==> src/rtl/nand_seq_pkg.sv <==
package nand_seq_pkg;

  typedef enum logic [1:0] {
    KIND_CMD   = 2'd0,
    KIND_ADDR  = 2'd1,
    KIND_WRITE = 2'd2,
    KIND_READ  = 2'd3
  } accKind_t;

  typedef enum logic [2:0] {
    PH_IDLE  = 3'd0,
    PH_DELAY = 3'd1,
    PH_SETUP = 3'd2,
    PH_WAIT  = 3'd3,
    PH_HOLD  = 3'd4
  } phase_t;

  // strobes from the sequencer to the datapath
  typedef struct packed {
    logic loadReq;
    logic loadWide;
    logic capture;
    logic captureWide;
    logic driveOe;
  } dpCtl_t;

  parameter logic [1:0] CFG_COMMON = 2'd0;
  parameter logic [1:0] CFG_ATTR   = 2'd1;
  parameter logic [1:0] CFG_CTRL   = 2'd2;

endpackage

==> src/rtl/nand_seq_cfg.sv <==
module nand_seq_cfg
  import nand_seq_pkg::*;
#(
  parameter int FIELD_W = 8,
  parameter int DLY_W   = 4,
  localparam int WORD_W = 4 * FIELD_W
) (
  input  logic              clk,
  input  logic              rstN,
  input  logic              cfgWe,
  input  logic [1:0]        cfgAddr,
  input  logic [WORD_W-1:0] cfgWdata,
  output logic [WORD_W-1:0] commonTim,
  output logic [WORD_W-1:0] attrTim,
  output logic              enable,
  output logic              waitEn,
  output logic              wide,
  output logic [DLY_W-1:0]  clrDly,
  output logic [DLY_W-1:0]  alrDly
);

  localparam logic [WORD_W-1:0] TIM_RST = {4{FIELD_W'(10)}};
  localparam int CLR_LSB = 8;
  localparam int ALR_LSB = CLR_LSB + DLY_W;

  logic [1:0] widthSel;

  always_ff @(posedge clk or negedge rstN) begin
    if (!rstN) begin
      commonTim <= TIM_RST;
      attrTim   <= TIM_RST;
      enable    <= 1'b0;
      waitEn    <= 1'b0;
      widthSel  <= 2'd0;
      clrDly    <= '1;
      alrDly    <= '1;
    end else if (cfgWe) begin
      case (cfgAddr)
        CFG_COMMON: commonTim <= cfgWdata;
        CFG_ATTR:   attrTim   <= cfgWdata;
        CFG_CTRL: begin
          enable   <= cfgWdata[0];
          waitEn   <= cfgWdata[1];
          widthSel <= cfgWdata[5:4];
          clrDly   <= cfgWdata[CLR_LSB +: DLY_W];
          alrDly   <= cfgWdata[ALR_LSB +: DLY_W];
        end
        default: ;
      endcase
    end
  end

  assign wide = (widthSel == 2'd1);

  assert_cfg_load_R12: assert property (@(posedge clk) disable iff (!rstN)
    (cfgWe && cfgAddr == CFG_ATTR) |=> (attrTim == $past(cfgWdata)));

endmodule

==> src/rtl/nand_seq_ctrl.sv <==
module nand_seq_ctrl
  import nand_seq_pkg::*;
#(
  parameter int FIELD_W = 8,
  parameter int DLY_W   = 4,
  localparam int WORD_W = 4 * FIELD_W,
  localparam int ELAP_W = FIELD_W + 1
) (
  input  logic              clk,
  input  logic              rstN,
  input  logic              reqValid,
  input  logic [1:0]        reqKind,
  input  logic [WORD_W-1:0] commonTim,
  input  logic [WORD_W-1:0] attrTim,
  input  logic              enable,
  input  logic              waitEn,
  input  logic              wide,
  input  logic [DLY_W-1:0]  clrDly,
  input  logic [DLY_W-1:0]  alrDly,
  input  logic              nandRdy,
  output logic              busy,
  output logic              nandCeN,
  output logic              nandCle,
  output logic              nandAle,
  output logic              nandWeN,
  output logic              nandReN,
  output dpCtl_t            dpCtl
);

  localparam int SET_LSB  = 0;
  localparam int WAIT_LSB = FIELD_W;
  localparam int HOLD_LSB = 2 * FIELD_W;
  localparam int HIZ_LSB  = 3 * FIELD_W;

  phase_t              phase;
  accKind_t            kindQ, lastKind, reqKindT;
  logic [WORD_W-1:0]   timQ, selTim;
  logic [FIELD_W-1:0]  cnt;
  logic [ELAP_W-1:0]   elapsed;
  logic                wideQ, accept, inCycle, waitDone, cntZero;

  function automatic logic [FIELD_W-1:0] lenLess1(input logic [FIELD_W-1:0] f);
    return (f == '0) ? '0 : f - 1'b1;
  endfunction

  assign reqKindT = accKind_t'(reqKind);
  assign accept   = reqValid && enable && (phase == PH_IDLE);
  assign selTim   = (reqKindT == KIND_CMD || reqKindT == KIND_ADDR) ? attrTim : commonTim;
  assign cntZero  = (cnt == '0);
  assign waitDone = cntZero && (!waitEn || nandRdy);
  assign inCycle  = (phase == PH_SETUP) || (phase == PH_WAIT) || (phase == PH_HOLD);

  always_ff @(posedge clk or negedge rstN) begin
    if (!rstN) begin
      phase    <= PH_IDLE;
      cnt      <= '0;
      kindQ    <= KIND_CMD;
      lastKind <= KIND_WRITE;
      timQ     <= '0;
      elapsed  <= '0;
      wideQ    <= 1'b0;
    end else begin
      if (inCycle && elapsed != '1) elapsed <= elapsed + 1'b1;
      case (phase)
        PH_IDLE: if (accept) begin
          kindQ    <= reqKindT;
          lastKind <= reqKindT;
          timQ     <= selTim;
          wideQ    <= wide;
          elapsed  <= '0;
          if (reqKindT == KIND_READ && lastKind == KIND_CMD) begin
            phase <= PH_DELAY;
            cnt   <= FIELD_W'(clrDly);
          end else if (reqKindT == KIND_READ && lastKind == KIND_ADDR) begin
            phase <= PH_DELAY;
            cnt   <= FIELD_W'(alrDly);
          end else begin
            phase <= PH_SETUP;
            cnt   <= lenLess1(selTim[SET_LSB +: FIELD_W]);
          end
        end
        PH_DELAY: begin
          if (cntZero) begin
            phase   <= PH_SETUP;
            cnt     <= lenLess1(timQ[SET_LSB +: FIELD_W]);
            elapsed <= '0;
          end else cnt <= cnt - 1'b1;
        end
        PH_SETUP: begin
          if (cntZero) begin
            phase <= PH_WAIT;
            cnt   <= lenLess1(timQ[WAIT_LSB +: FIELD_W]);
          end else cnt <= cnt - 1'b1;
        end
        PH_WAIT: begin
          if (!cntZero) cnt <= cnt - 1'b1;
          else if (waitDone) begin
            phase <= PH_HOLD;
            cnt   <= lenLess1(timQ[HOLD_LSB +: FIELD_W]);
          end
        end
        PH_HOLD: begin
          if (cntZero) phase <= PH_IDLE;
          else cnt <= cnt - 1'b1;
        end
        default: phase <= PH_IDLE;
      endcase
    end
  end

  assign busy    = (phase != PH_IDLE);
  assign nandCeN = !busy;
  assign nandCle = inCycle && (kindQ == KIND_CMD);
  assign nandAle = inCycle && (kindQ == KIND_ADDR);
  assign nandWeN = !((phase == PH_WAIT) && (kindQ != KIND_READ));
  assign nandReN = !((phase == PH_WAIT) && (kindQ == KIND_READ));

  always_comb begin
    dpCtl             = '0;
    dpCtl.loadReq     = accept;
    dpCtl.loadWide    = wide && (reqKindT == KIND_WRITE);
    dpCtl.capture     = (phase == PH_WAIT) && (kindQ == KIND_READ) && waitDone;
    dpCtl.captureWide = wideQ;
    dpCtl.driveOe     = inCycle && (kindQ != KIND_READ) &&
                        (elapsed >= ELAP_W'(timQ[HIZ_LSB +: FIELD_W]));
  end

  assert_strobe_excl_R6: assert property (@(posedge clk) disable iff (!rstN)
    !(!nandWeN && !nandReN));
  assert_latch_excl_R6: assert property (@(posedge clk) disable iff (!rstN)
    !(nandCle && nandAle));
  assert_strobe_in_ce_R3: assert property (@(posedge clk) disable iff (!rstN)
    (!nandWeN || !nandReN) |-> !nandCeN);
  assert_idle_when_off_R2: assert property (@(posedge clk) disable iff (!rstN)
    (!busy && !enable) |=> !busy);
  assert_oe_not_read_R8: assert property (@(posedge clk) disable iff (!rstN)
    dpCtl.driveOe |-> nandReN);

endmodule

==> src/rtl/nand_seq_dp.sv <==
module nand_seq_dp
  import nand_seq_pkg::*;
#(
  parameter int DATA_W = 16,
  parameter int LANE_W = 8
) (
  input  logic              clk,
  input  logic              rstN,
  input  dpCtl_t            dpCtl,
  input  logic [DATA_W-1:0] reqData,
  input  logic [DATA_W-1:0] nandDqIn,
  output logic [DATA_W-1:0] nandDqOut,
  output logic              nandDqOe,
  output logic              rdValid,
  output logic [DATA_W-1:0] rdData
);

  logic [DATA_W-1:0] dataQ;

  always_ff @(posedge clk or negedge rstN) begin
    if (!rstN) begin
      dataQ   <= '0;
      rdValid <= 1'b0;
      rdData  <= '0;
    end else begin
      rdValid <= dpCtl.capture;
      if (dpCtl.loadReq)
        dataQ <= dpCtl.loadWide ? reqData : DATA_W'(reqData[LANE_W-1:0]);
      if (dpCtl.capture)
        rdData <= dpCtl.captureWide ? nandDqIn : DATA_W'(nandDqIn[LANE_W-1:0]);
    end
  end

  assign nandDqOut = dataQ;
  assign nandDqOe  = dpCtl.driveOe;

  assert_dq_stable_R11: assert property (@(posedge clk) disable iff (!rstN)
    (nandDqOe && $past(nandDqOe)) |-> $stable(nandDqOut));
  assert_rd_pulse_R10: assert property (@(posedge clk) disable iff (!rstN)
    rdValid |=> !rdValid);

endmodule

==> src/rtl/nand_strobe_seq.sv <==
module nand_strobe_seq
  import nand_seq_pkg::*;
#(
  parameter int DATA_W  = 16,
  parameter int FIELD_W = 8,
  parameter int DLY_W   = 4,
  localparam int WORD_W = 4 * FIELD_W
) (
  input  logic              clk,
  input  logic              rstN,
  input  logic              cfgWe,
  input  logic [1:0]        cfgAddr,
  input  logic [WORD_W-1:0] cfgWdata,
  input  logic              reqValid,
  input  logic [1:0]        reqKind,
  input  logic [DATA_W-1:0] reqData,
  output logic              busy,
  input  logic              nandRdy,
  input  logic [DATA_W-1:0] nandDqIn,
  output logic              rdValid,
  output logic [DATA_W-1:0] rdData,
  output logic              nandCeN,
  output logic              nandCle,
  output logic              nandAle,
  output logic              nandWeN,
  output logic              nandReN,
  output logic [DATA_W-1:0] nandDqOut,
  output logic              nandDqOe
);

  logic [WORD_W-1:0] commonTim, attrTim;
  logic              enable, waitEn, wide;
  logic [DLY_W-1:0]  clrDly, alrDly;
  dpCtl_t            dpCtl;

  nand_seq_cfg #(.FIELD_W(FIELD_W), .DLY_W(DLY_W)) uCfg (
    .clk(clk), .rstN(rstN), .cfgWe(cfgWe), .cfgAddr(cfgAddr), .cfgWdata(cfgWdata),
    .commonTim(commonTim), .attrTim(attrTim), .enable(enable), .waitEn(waitEn),
    .wide(wide), .clrDly(clrDly), .alrDly(alrDly)
  );

  nand_seq_ctrl #(.FIELD_W(FIELD_W), .DLY_W(DLY_W)) uCtrl (
    .clk(clk), .rstN(rstN), .reqValid(reqValid), .reqKind(reqKind),
    .commonTim(commonTim), .attrTim(attrTim), .enable(enable), .waitEn(waitEn),
    .wide(wide), .clrDly(clrDly), .alrDly(alrDly), .nandRdy(nandRdy),
    .busy(busy), .nandCeN(nandCeN), .nandCle(nandCle), .nandAle(nandAle),
    .nandWeN(nandWeN), .nandReN(nandReN), .dpCtl(dpCtl)
  );

  nand_seq_dp #(.DATA_W(DATA_W)) uDp (
    .clk(clk), .rstN(rstN), .dpCtl(dpCtl), .reqData(reqData), .nandDqIn(nandDqIn),
    .nandDqOut(nandDqOut), .nandDqOe(nandDqOe), .rdValid(rdValid), .rdData(rdData)
  );

endmodule

==> config.mk <==
export PLATFORM = sky130hd
export DESIGN_NAME = nand_strobe_seq
export DESIGN_NICKNAME = d
export VERILOG_FILES = /design/src/rtl/nand_seq_pkg.sv /design/src/rtl/nand_seq_cfg.sv /design/src/rtl/nand_seq_ctrl.sv /design/src/rtl/nand_seq_dp.sv /design/src/rtl/nand_strobe_seq.sv
export SDC_FILE = /design/constraint.sdc
export NUM_CORES = 1
export LEC_CHECK = 0
export BUFFER_PORTS_ARGS = -buffer_cell sky130_fd_sc_hd__buf_2
export CORE_MARGIN = 5
export CORE_UTILIZATION = 40
export CTS_CLUSTER_DIAMETER = 40
export DETAILED_ROUTE_END_ITERATION = 12
export HOLD_SLACK_MARGIN = 0.15
export PLACE_DENSITY_LB_ADDON = 0.05
export SYNTH_ARGS = -nofsm -noshare
export SYNTH_HDL_FRONTEND = slang
export SYNTH_HIERARCHICAL = 1
export SYNTH_SLANG_ARGS = --single-unit
==> constraint.sdc <==
create_clock -name clk -period 2.5 [get_ports clk]
set_clock_uncertainty 0.2 [all_clocks]
set_input_delay 0.5 -clock clk [delete_from_list [all_inputs] [get_ports clk]]
set_output_delay 0.5 -clock clk [all_outputs]
set_load 0.01 [all_outputs]
**After elaboration in Yosys (flattened, before gate mapping)**

Index checks and enable logic that the tools add are counted.

- Logic and storage cells: 116
- Register bits: 166
- Output and inout port bits: 40

- $add $sub $neg: 6
- Muxes and demuxes: 29
- Order comparisons: 1
- Equality and inequality tests: 23
- Reduce and logical (&&, ||, !) cells: 40

Operator list:

| operator | number |
|---|---|
| two-way mux 8 bit | 12 |
| zero test 8 bit | 5 |
| one-hot mux 8 bit (5 select lines) | 1 |
| subtractor 8 x 1 -> 8 bit, second input constant | 5 |
| two-way mux 16 bit | 2 |
| two-way mux 32 bit | 1 |
| two-way mux 9 bit | 3 |
| two-way mux 3 bit | 7 |
| one-hot mux 9 bit (2 select lines) | 1 |
| one-hot mux 3 bit (5 select lines) | 1 |
| logical AND 1 bit | 14 |
| inequality test 2 x 1 -> 1 bit, second input constant | 6 |
| == test 2 x 1 -> 1 bit, second input constant | 5 |
| adder 9 x 1 -> 9 bit, second input constant | 1 |
| greater-or-equal comparator 9 x 8 -> 1 bit | 1 |
| inequality test 9 bit, second input constant | 1 |
| == test 2 bit, second input constant | 4 |
| zero test 2 bit | 4 |
| AND reduction 2 bit | 4 |
| == test 3 x 2 -> 1 bit, second input constant | 2 |
| AND reduction 6 bit | 1 |
| nonzero test 5 bit | 1 |
| zero test 1 bit | 4 |
| logical OR 1 bit | 4 |
| other kinds (8) | 9 |

**Logic depth before layout (Yosys ltp)**

Gate-level depths: netlist of the first run.

- Word-level depth: 9
- Gate-level depth with buffers: 11

**Cells and area by module**

The synthesis of the first run kept the hierarchy.

Modules (own cells, without submodules):

| module | area each (µm²) | instances | cells each |
|---|---|---|---|
| nand_seq_ctrl | 4,276.6 | 1 | 507 |
| nand_seq_cfg | 2,902.8 | 1 | 163 |
| nand_seq_dp | 1,326.3 | 1 | 106 |

**Worst setup path after synthesis of the first run**

No wires, ideal clock.

- Path kind: reg2reg
- Start: register uCtrl.cnt[0]
- End: register uDp.rdData[4]
- Arrival time: 2,420 ps
- Stages on the path, launching flop included: 11
- Period minus slack after synthesis: 2,745 ps
- Library setup time: 125 ps
- Path slack: -245 ps
- Cells stage by stage: dfrtp_1 > inv_1 > ha_1 > or3b_1 > buf_2 > or2_2 > clkbuf_1 > nor3b_1 > buf_6 > buf_6 > mux2_4

RTL lines:

| element | RTL line | source |
|---|---|---|
| start, declared | nand_seq_ctrl.sv:38 | `logic [FIELD_W-1:0] cnt;` |
| start signal, assigned | nand_seq_ctrl.sv:73 | `cnt <= FIELD_W'(clrDly);` |
| start signal, assigned | nand_seq_ctrl.sv:76 | `cnt <= FIELD_W'(alrDly);` |
| start signal, assigned | nand_seq_ctrl.sv:79 | `cnt <= lenLess1(selTim[SET_LSB +: FIELD_W]);` |
| end signal, assigned | nand_seq_dp.sv:30 | `rdData <= dpCtl.captureWide ? nandDqIn : DATA_W'(nandDqIn[LANE_W-1:0]);` |
| end, declared | nand_seq_dp.sv:15 | `output logic [DATA_W-1:0] rdData` |

**Final worst setup path of the first run**

- Start: register uCtrl.timQ[24]
- End: output port nandDqOe

- Cells in the longest elaborated chain, start to end: 2

RTL lines:

| element | RTL line | source |
|---|---|---|
| start, declared | nand_seq_ctrl.sv:37 | `logic [WORD_W-1:0] timQ, selTim;` |
| start signal, assigned | nand_seq_ctrl.sv:68 | `timQ <= selTim;` |
| greater-or-equal comparator 9 x 8 -> 1 bit | nand_seq_ctrl.sv:125 | `(elapsed >= ELAP_W'(timQ[HIZ_LSB +: FIELD_W]));` |
| logical AND 1 bit | nand_seq_ctrl.sv:124 | `dpCtl.driveOe = inCycle && (kindQ != KIND_READ) &&` |
| end, declared | nand_strobe_seq.sv:28 | `output logic nandDqOe` |

No other way between the ends.

==> results.yml, run 1 <==
critical_path:
  cp_cell_sequence: "ha_1 > nand2b_4 > a21oi_2 > nor2b_1 > o21ai_2 > a21oi_2 > o21a_1 > buf_6"
  cpMaxStageDelayCell: "dfrtp_1"
  end_kind: "output port"
  critPathMostFrequentCell: "a21oi_2"
  max_stage_delay_ns: 0.38
  cp_max_fo: 2
  critPathKind: "reg -> out"
  cp.required_ns: 1.80
  start_kind: "flip-flop"
  cp_data_arrival_time_ns: 1.93
placement:
  io_buffers: 112
  dp_hpwl_mm: 16.1
  gp_congestion: 0.939
  dp_cells: 1177
final_layout:
  stdcell_count: 1292
  multi_input_area_um2: 4070
  nFillCells: 1907
  drive_gt1_frac: 0.373
  n_antenna_cell: 0
  synthToLayoutAreaGrowth_pct: 32.3
  layout.nets: 1096
  fin_util: 0.537
  regArea_um2: 4160
power_and_ir_drop:
  p_per_area_nw_per_um2: 1010
  internal_power_mw: 7.13
  seq_power_share: 0.370
  p_comb_frac: 0.405
  ir_worst_vdd_mv: 0.545
  sw_frac_of_total: 0.374
  p_total_mw: 11.4
  clkPwrFrac: 0.225
  p_sw_mw: 4.26
  power.leakage_nw: 5.01
timing:
  tightest_slew_ns: 0.618
  setup_viol: 1
  period_needed_ns: 2.63
  timing.fmax_mhz: 381
  hold_ws_ns: 0.201
  rsz0062_at_grt: "yes"
  finalCritPeriodShare: 1.05
  finalHoldViolations: 0
  worst_slack_ns: -0.125
  maxSlewViolCount: 0
  relSlewSlack: 0.587
cts:
  cts-htree-levels: 4
  cts_buffers: 17
  cts_tree: "yes"
  root_buffer: "clkbuf_16"
  clockBufferDepth: 2
  cts.sinks: 165
  clkLatencyLatePin_ns: 0.43
  cts.clk_slew.worst_paths_ns: 0.07
floorplan:
  dieArea_um2: 24300
  start_util: 0.406
  die_y_um: 156
  ios: 113
  core_area_um2: 21000
  num_rows: 53
  fp.dieW_um: 156
global_route:
  first_global_vias: 6707
  grt.overflow.total: 0
  grt_usage: 0.183
  grt_max_degree: 62
  antenna_found_initial: 0
  grt_pass1_wl_mm: 35.4
yosys:
  ys_seq_elements: 165
  ys_warn_count: 6
  ys_seq_area_frac: 0.489
  synth_edf_count: 0
  syn_nets: 868
  async_reset_ff_frac: 1.00
  synthFlopType: "dfrtp_1"
  netlist_area_um2: 8510
  netlist_instances: 776
  avgSynthCellArea_um2: 11.0
  yosysUniqueCellTypes: 68
outcome:
  violations: "setup timing"
  status: "finished with violations"
routing:
  ant_nets: 0
  drc: 0
  via_count: 6685
  dr.pass1.iters: 5
  wl_per_cell_um: 17.2
  drt_wl_total_mm: 22.2
  viasPerCell: 5.17
  drt_iter0_markers: 352
run:
  maxCapViolations: 0
hold_path:
  hp-class: "in -> reg"
-- registers in the layout, indices dropped and copies added (netlist names), 3 cells and up --
signal	cells
uDp/nandDqOut	16
uCtrl/timQ	32
uCfg/attrTim	32
uCfg/commonTim	32
uCtrl/elapsed	9
uCfg/alrDly	4
uCtrl/cnt	8
uCtrl/phase	3
uDp/rdData	16
uCfg/clrDly	4
-- final cells by class --
class | count | share of cell area
Sequential cell | 165 | 0.370
Multi-Input combinational cell | 530 | 0.361
Timing Repair Buffer | 252 | 0.173
Clock buffer | 17 | 0.0378
Tap cell | 275 | 0.0306
Clock inverter | 15 | 0.0141
Inverter | 38 | 0.0127
-- placed cells by master, fill, tap and decap left out, types with 4 or more instances in the layout --
cell and instances:
dfrtp_1 137, o211ai_1 6, nand2b_1 6, mux2_2 84, nand3_1 23, nor2b_1 4
dfstp_2 25, ha_1 18, buf_12 9, xnor2_1 14, o31ai_1 4, nand2_1 20
inv_8 4, mux2i_1 37, o22ai_1 6, buf_4 62, nand3b_1 4, nor2_1 65
nor3b_1 8, xor2_1 9, inv_1 37, mux2_4 8, or3_1 7, clkbuf_16 17
nor4_1 6, dlygate4sd3_1 66, nor3_1 21, inv_6 4, o21ai_0 45, nand4_1 5
o311ai_0 7, buf_2 110, a21oi_1 46
-- cells by family (layout without fill, tap and decap cells) --
group | count (synthesis) | in the layout | share of synthesized area
buf+inv | 81 | 322 | 0.0499
simple gates | 207 | 207 | 0.128
mux | 132 | 132 | 0.173
compound gates | 149 | 149 | 0.108
fa+ha+maj | 19 | 19 | 0.0279
xor+xnor | 23 | 23 | 0.0237
flops | 165 | 165 | 0.489
-- final timing paths --
check / startpoint / end / slack, ns / cells past startpoint
worst max register to register: uCtrl/cnt[0] / uDp/rdData[1] / 0.05 / 8
max in group asynchronous: rstN / uCfg/attrTim[1] / 1.03 / 3
worst min-delay path: reqValid / uCtrl/phase[0] / 0.20 / 3
min in group asynchronous: rstN / uDp/nandDqOut[14] / 0.35 / 2
worst max-delay path: uCtrl/timQ[24] / nandDqOe / -0.13 / 8
worst min register to register: uCtrl/lastKind[1] / uCtrl/lastKind[1] / 0.30 / 2
-- cells in the mapped netlist, types with 3 or more instances --
master    count  area (um2)
and3_1        3        18.8
dfstp_2      25         657
nand3b_1      4        30.0
or3_1         7        43.8
nor2_1       71         267
clkbuf_8      4        55.1
a21oi_1      50         250
o21a_1        3        22.5
or4_1         4        30.0
inv_1        38         143
or2_2         3        18.8
clkbuf_1     14        52.6
nor3b_1       9        67.6
nand2b_1      7        43.8
o31ai_1       4        30.0
nor3_1       22         110
nand4_1       5        31.3
a21o_1        3        22.5
xor2_1        9        78.8
buf_6         6        67.6
nor4_1        6        37.5
o211ai_1      6        45.0
mux2_2       84         946
or3b_2        3        26.3
buf_1         5        18.8
xnor2_1      14         123
mux2i_1      38         380
buf_4         7        52.6
o311ai_0      7        61.3
o22ai_1       6        37.5
ha_1         19         238
o21ai_0      47         235
nand3_1      24         120
mux2_4        8         120
nor2b_1       4        25.0
a22o_1        3        26.3
nand2_1      20        75.1
buf_2         7        35.0
dfrtp_1     140        3500
-- power groups by stage --
stage / Clock [mW] / Sequential (mW) / Combinational (mW)
detailed placement: 0 / 4.27 / 4.20
finish: 2.57 / 4.21 / 4.61
global placement: 0 / 4.23 / 4.16
global route: 2.75 / 4.34 / 5.08
floorplan: 0 / 4.17 / 2.68
CTS: 2.67 / 4.21 / 4.45
-- critical path, delay by kind of cell (launching register included) --
kind,cells,cell delay [ns]
AO/OA/AOI/OAI,4,0.50
flip-flops,1,0.38
adder cells (fa/ha/maj),1,0.29
AND/OR/NAND/NOR,2,0.20
buffers and inverters,1,0.12
-- through the flow --
stage / TNS, ns / area [um2] / setup slack [ns]
3_3_place_gp: -0.0199 / 9690 / -0.0199
6_report: -0.125 / 11300 / -0.125
2_1_floorplan: -0.179 / 8550 / -0.0449
4_1_cts: -0.256 / 11100 / -0.192
3_5_place_dp: -0.0641 / 9690 / -0.0374
5_1_grt: -0.328 / 11300 / -0.244
-- per-layer routing --
layer	routed length, um	up-vias	global-route usage
li1	-	3250	-
met1	10500	3251	0.259
met2	10300	153	0.288
met3	937	31	0.0294
met4	466	0	0.0650
met5	0	-	0
-- repair_timing --
item,in CTS,in global routing
setup buffers,6,9
pin swaps,7,8
gates resized for setup,15,20
endpoints found under the hold margin,174,0
hold buffers,66,0
endpoints found under the setup margin,9,22
gates cloned,2,0
Power figures use the tool's default switching activity.
==> run 2: changes to the inputs <==
GPL_TIMING_DRIVEN = 0   (was unset)
==> run 2 against run 1 <==
The run still ends with setup timing left; non-clock buffer count rose by 5; cell count rose by 0.39%; utilization rose by 0.35 points; critical path depth did not move; combinational power about the same; clock-buffer cell count did not move.
==> results.yml, run 2 (synthesis gave the netlist of run 1 again) <==
power_and_ir_drop:
  p_per_area_nw_per_um2: 1020
  power.leakage_nw: 5.01
  ir_worst_vdd_mv: 0.470
  p_total_mw: 11.6
cts:
  clkLatencyLatePin_ns: 0.44
  cts.clk_slew.worst_paths_ns: 0.07
  cts.sinks: 165
  root_buffer: "clkbuf_16"
  clockBufferDepth: 2
  cts-htree-levels: 4
  cts_buffers: 17
  cts_tree: "yes"
global_route:
  grt_usage: 0.194
  grt.overflow.total: 0
  antenna_found_initial: 0
  grt_max_degree: 92
  first_global_vias: 6981
  grt_pass1_wl_mm: 37.3
timing:
  finalCritPeriodShare: 1.09
  relSlewSlack: 0.393
  period_needed_ns: 2.71
  finalHoldViolations: 0
  timing.fmax_mhz: 368
  setup_viol: 1
  setup_tns_ns: -0.215
  maxSlewViolCount: 0
  rsz0062_at_grt: "yes"
  tightest_slew_ns: 0.911
  worst_slack_ns: -0.215
placement:
  dp_cells: 1164
  io_buffers: 112
  gp_congestion: 0.925
  dp_hpwl_mm: 17.0
  placed_area_um2: 9490
critical_path:
  start_kind: "flip-flop"
  end_kind: "output port"
  cp.required_ns: 1.80
  cp_data_arrival_time_ns: 2.01
  worstRegToRegCells: 10
  critPathKind: "reg -> out"
  rrSetupSlack_ns: 0.05
  cp_max_fo: 2
floorplan:
  num_rows: 53
  fp.dieW_um: 156
  start_util: 0.406
  dieArea_um2: 24300
  ios: 113
  core_area_um2: 21000
  die_y_um: 156
final_layout:
  largestRegisters: "uCfg/attrTim (32), uCfg/commonTim (32), uCtrl/timQ (32)"
  drive_gt1_frac: 0.388
  n_antenna_cell: 0
  mostFrequentLayoutCells: "dfrtp_1 (135), buf_2 (113), mux2_2 (84)"
  nFillCells: 1864
  synthToLayoutAreaGrowth_pct: 33.1
  fin_area_um2: 11300
  stdcell_count: 1297
  layout.nets: 1101
  layout_commonest_cell: "dfrtp_1"
routing:
  drt_wl_total_mm: 23.5
  via_count: 6850
  drt_iter0_markers: 369
  dr.pass1.iters: 4
  wl_per_cell_um: 18.1
  viasPerCell: 5.28
  drc: 0
  ant_nets: 0
hold_path:
  hp-class: "in -> reg"
  hold_depth: 3
outcome:
  status: "finished with violations"
  violations: "setup timing"
run:
  maxCapViolations: 0
## run 2: cell count changes in the layout (fill, tap and decap cells not counted), moves of 4 or more
cell and delta:
buf_6 +5, inv_1 -5, inv_2 +5, buf_1 +4, buf_4 -14, buf_12 -7, clkbuf_1 +6, clkbuf_8 +4
o21ai_1 +4
## run 2: area by class of cell
class	instances	area, um2	area share
buffer	36	279	0.0246
clock buffer	17	425	0.0376
clock inverter	15	184	0.0162
inverter	38	143	0.0126
multi-input combinational	530	4170	0.368
sequential	165	4170	0.368
tap	275	344	0.0304
timing repair buffer	221	1620	0.143
## run 2: metal layers
| metal | GRT usage | wire length [um] | vias up | share of wire |
|---|---|---|---|---|
| li1 | - | - | 3264 | - |
| met1 | 0.262 | 10900 | 3386 | 0.46 |
| met2 | 0.315 | 11100 | 175 | 0.47 |
| met3 | 0.0380 | 1110 | 25 | 0.047 |
| met4 | 0.0609 | 398 | 0 | 0.017 |
| met5 | 0 | 0 | - | 0 |
## run 2: power by group
part	leakage (nW)	total, mW	switching (mW)	internal, mW
Clock	0.289	2.66	1.30	1.36
Sequential	1.95	4.34	0.786	3.55
Combinational	2.77	4.60	2.38	2.22
## run 2: worst paths after layout
path,end,from
worst max-delay path,nandDqOe,uCtrl/timQ[24]
worst min-delay path,uCtrl/kindQ[0],reqKind[0]
worst max register to register,uCtrl/cnt[4],uCtrl/cnt[0]
worst min register to register,uCfg/commonTim[29],uCfg/commonTim[29]
max in group asynchronous,uCtrl/timQ[8],rstN
min in group asynchronous,uDp/nandDqOut[14],rstN
## run 2: what timing repair did
action / CTS / global route
endpoints found under the setup margin: 68 / 50
buffers inserted: 27 / 15
hold buffers: 66 / 0
pin swaps: 20 / 15
endpoints found under the hold margin: 176 / 0
gates resized for setup: 43 / 39
## run 2: stage by stage
step,setup WS [ns],hold WS [ns],util
detailed placement,-0.682,0.286,0.453
finish,-0.215,0.192,0.540
global placement,-1.73,0.271,0.451
global route,-0.288,0.185,0.540
CTS,-0.207,0.169,0.529
floorplan,-0.0449,0.00441,-
## run 2: worst max-delay path, cell delays in order (launching register included)
cell and delay [ns]:
dfrtp_1 0.39, ha_1 0.30, nand2b_4 0.14, a21oi_2 0.10
nor2b_1 0.05, o21ai_1 0.15, a21oi_1 0.11, o21a_1 0.22
buf_6 0.13
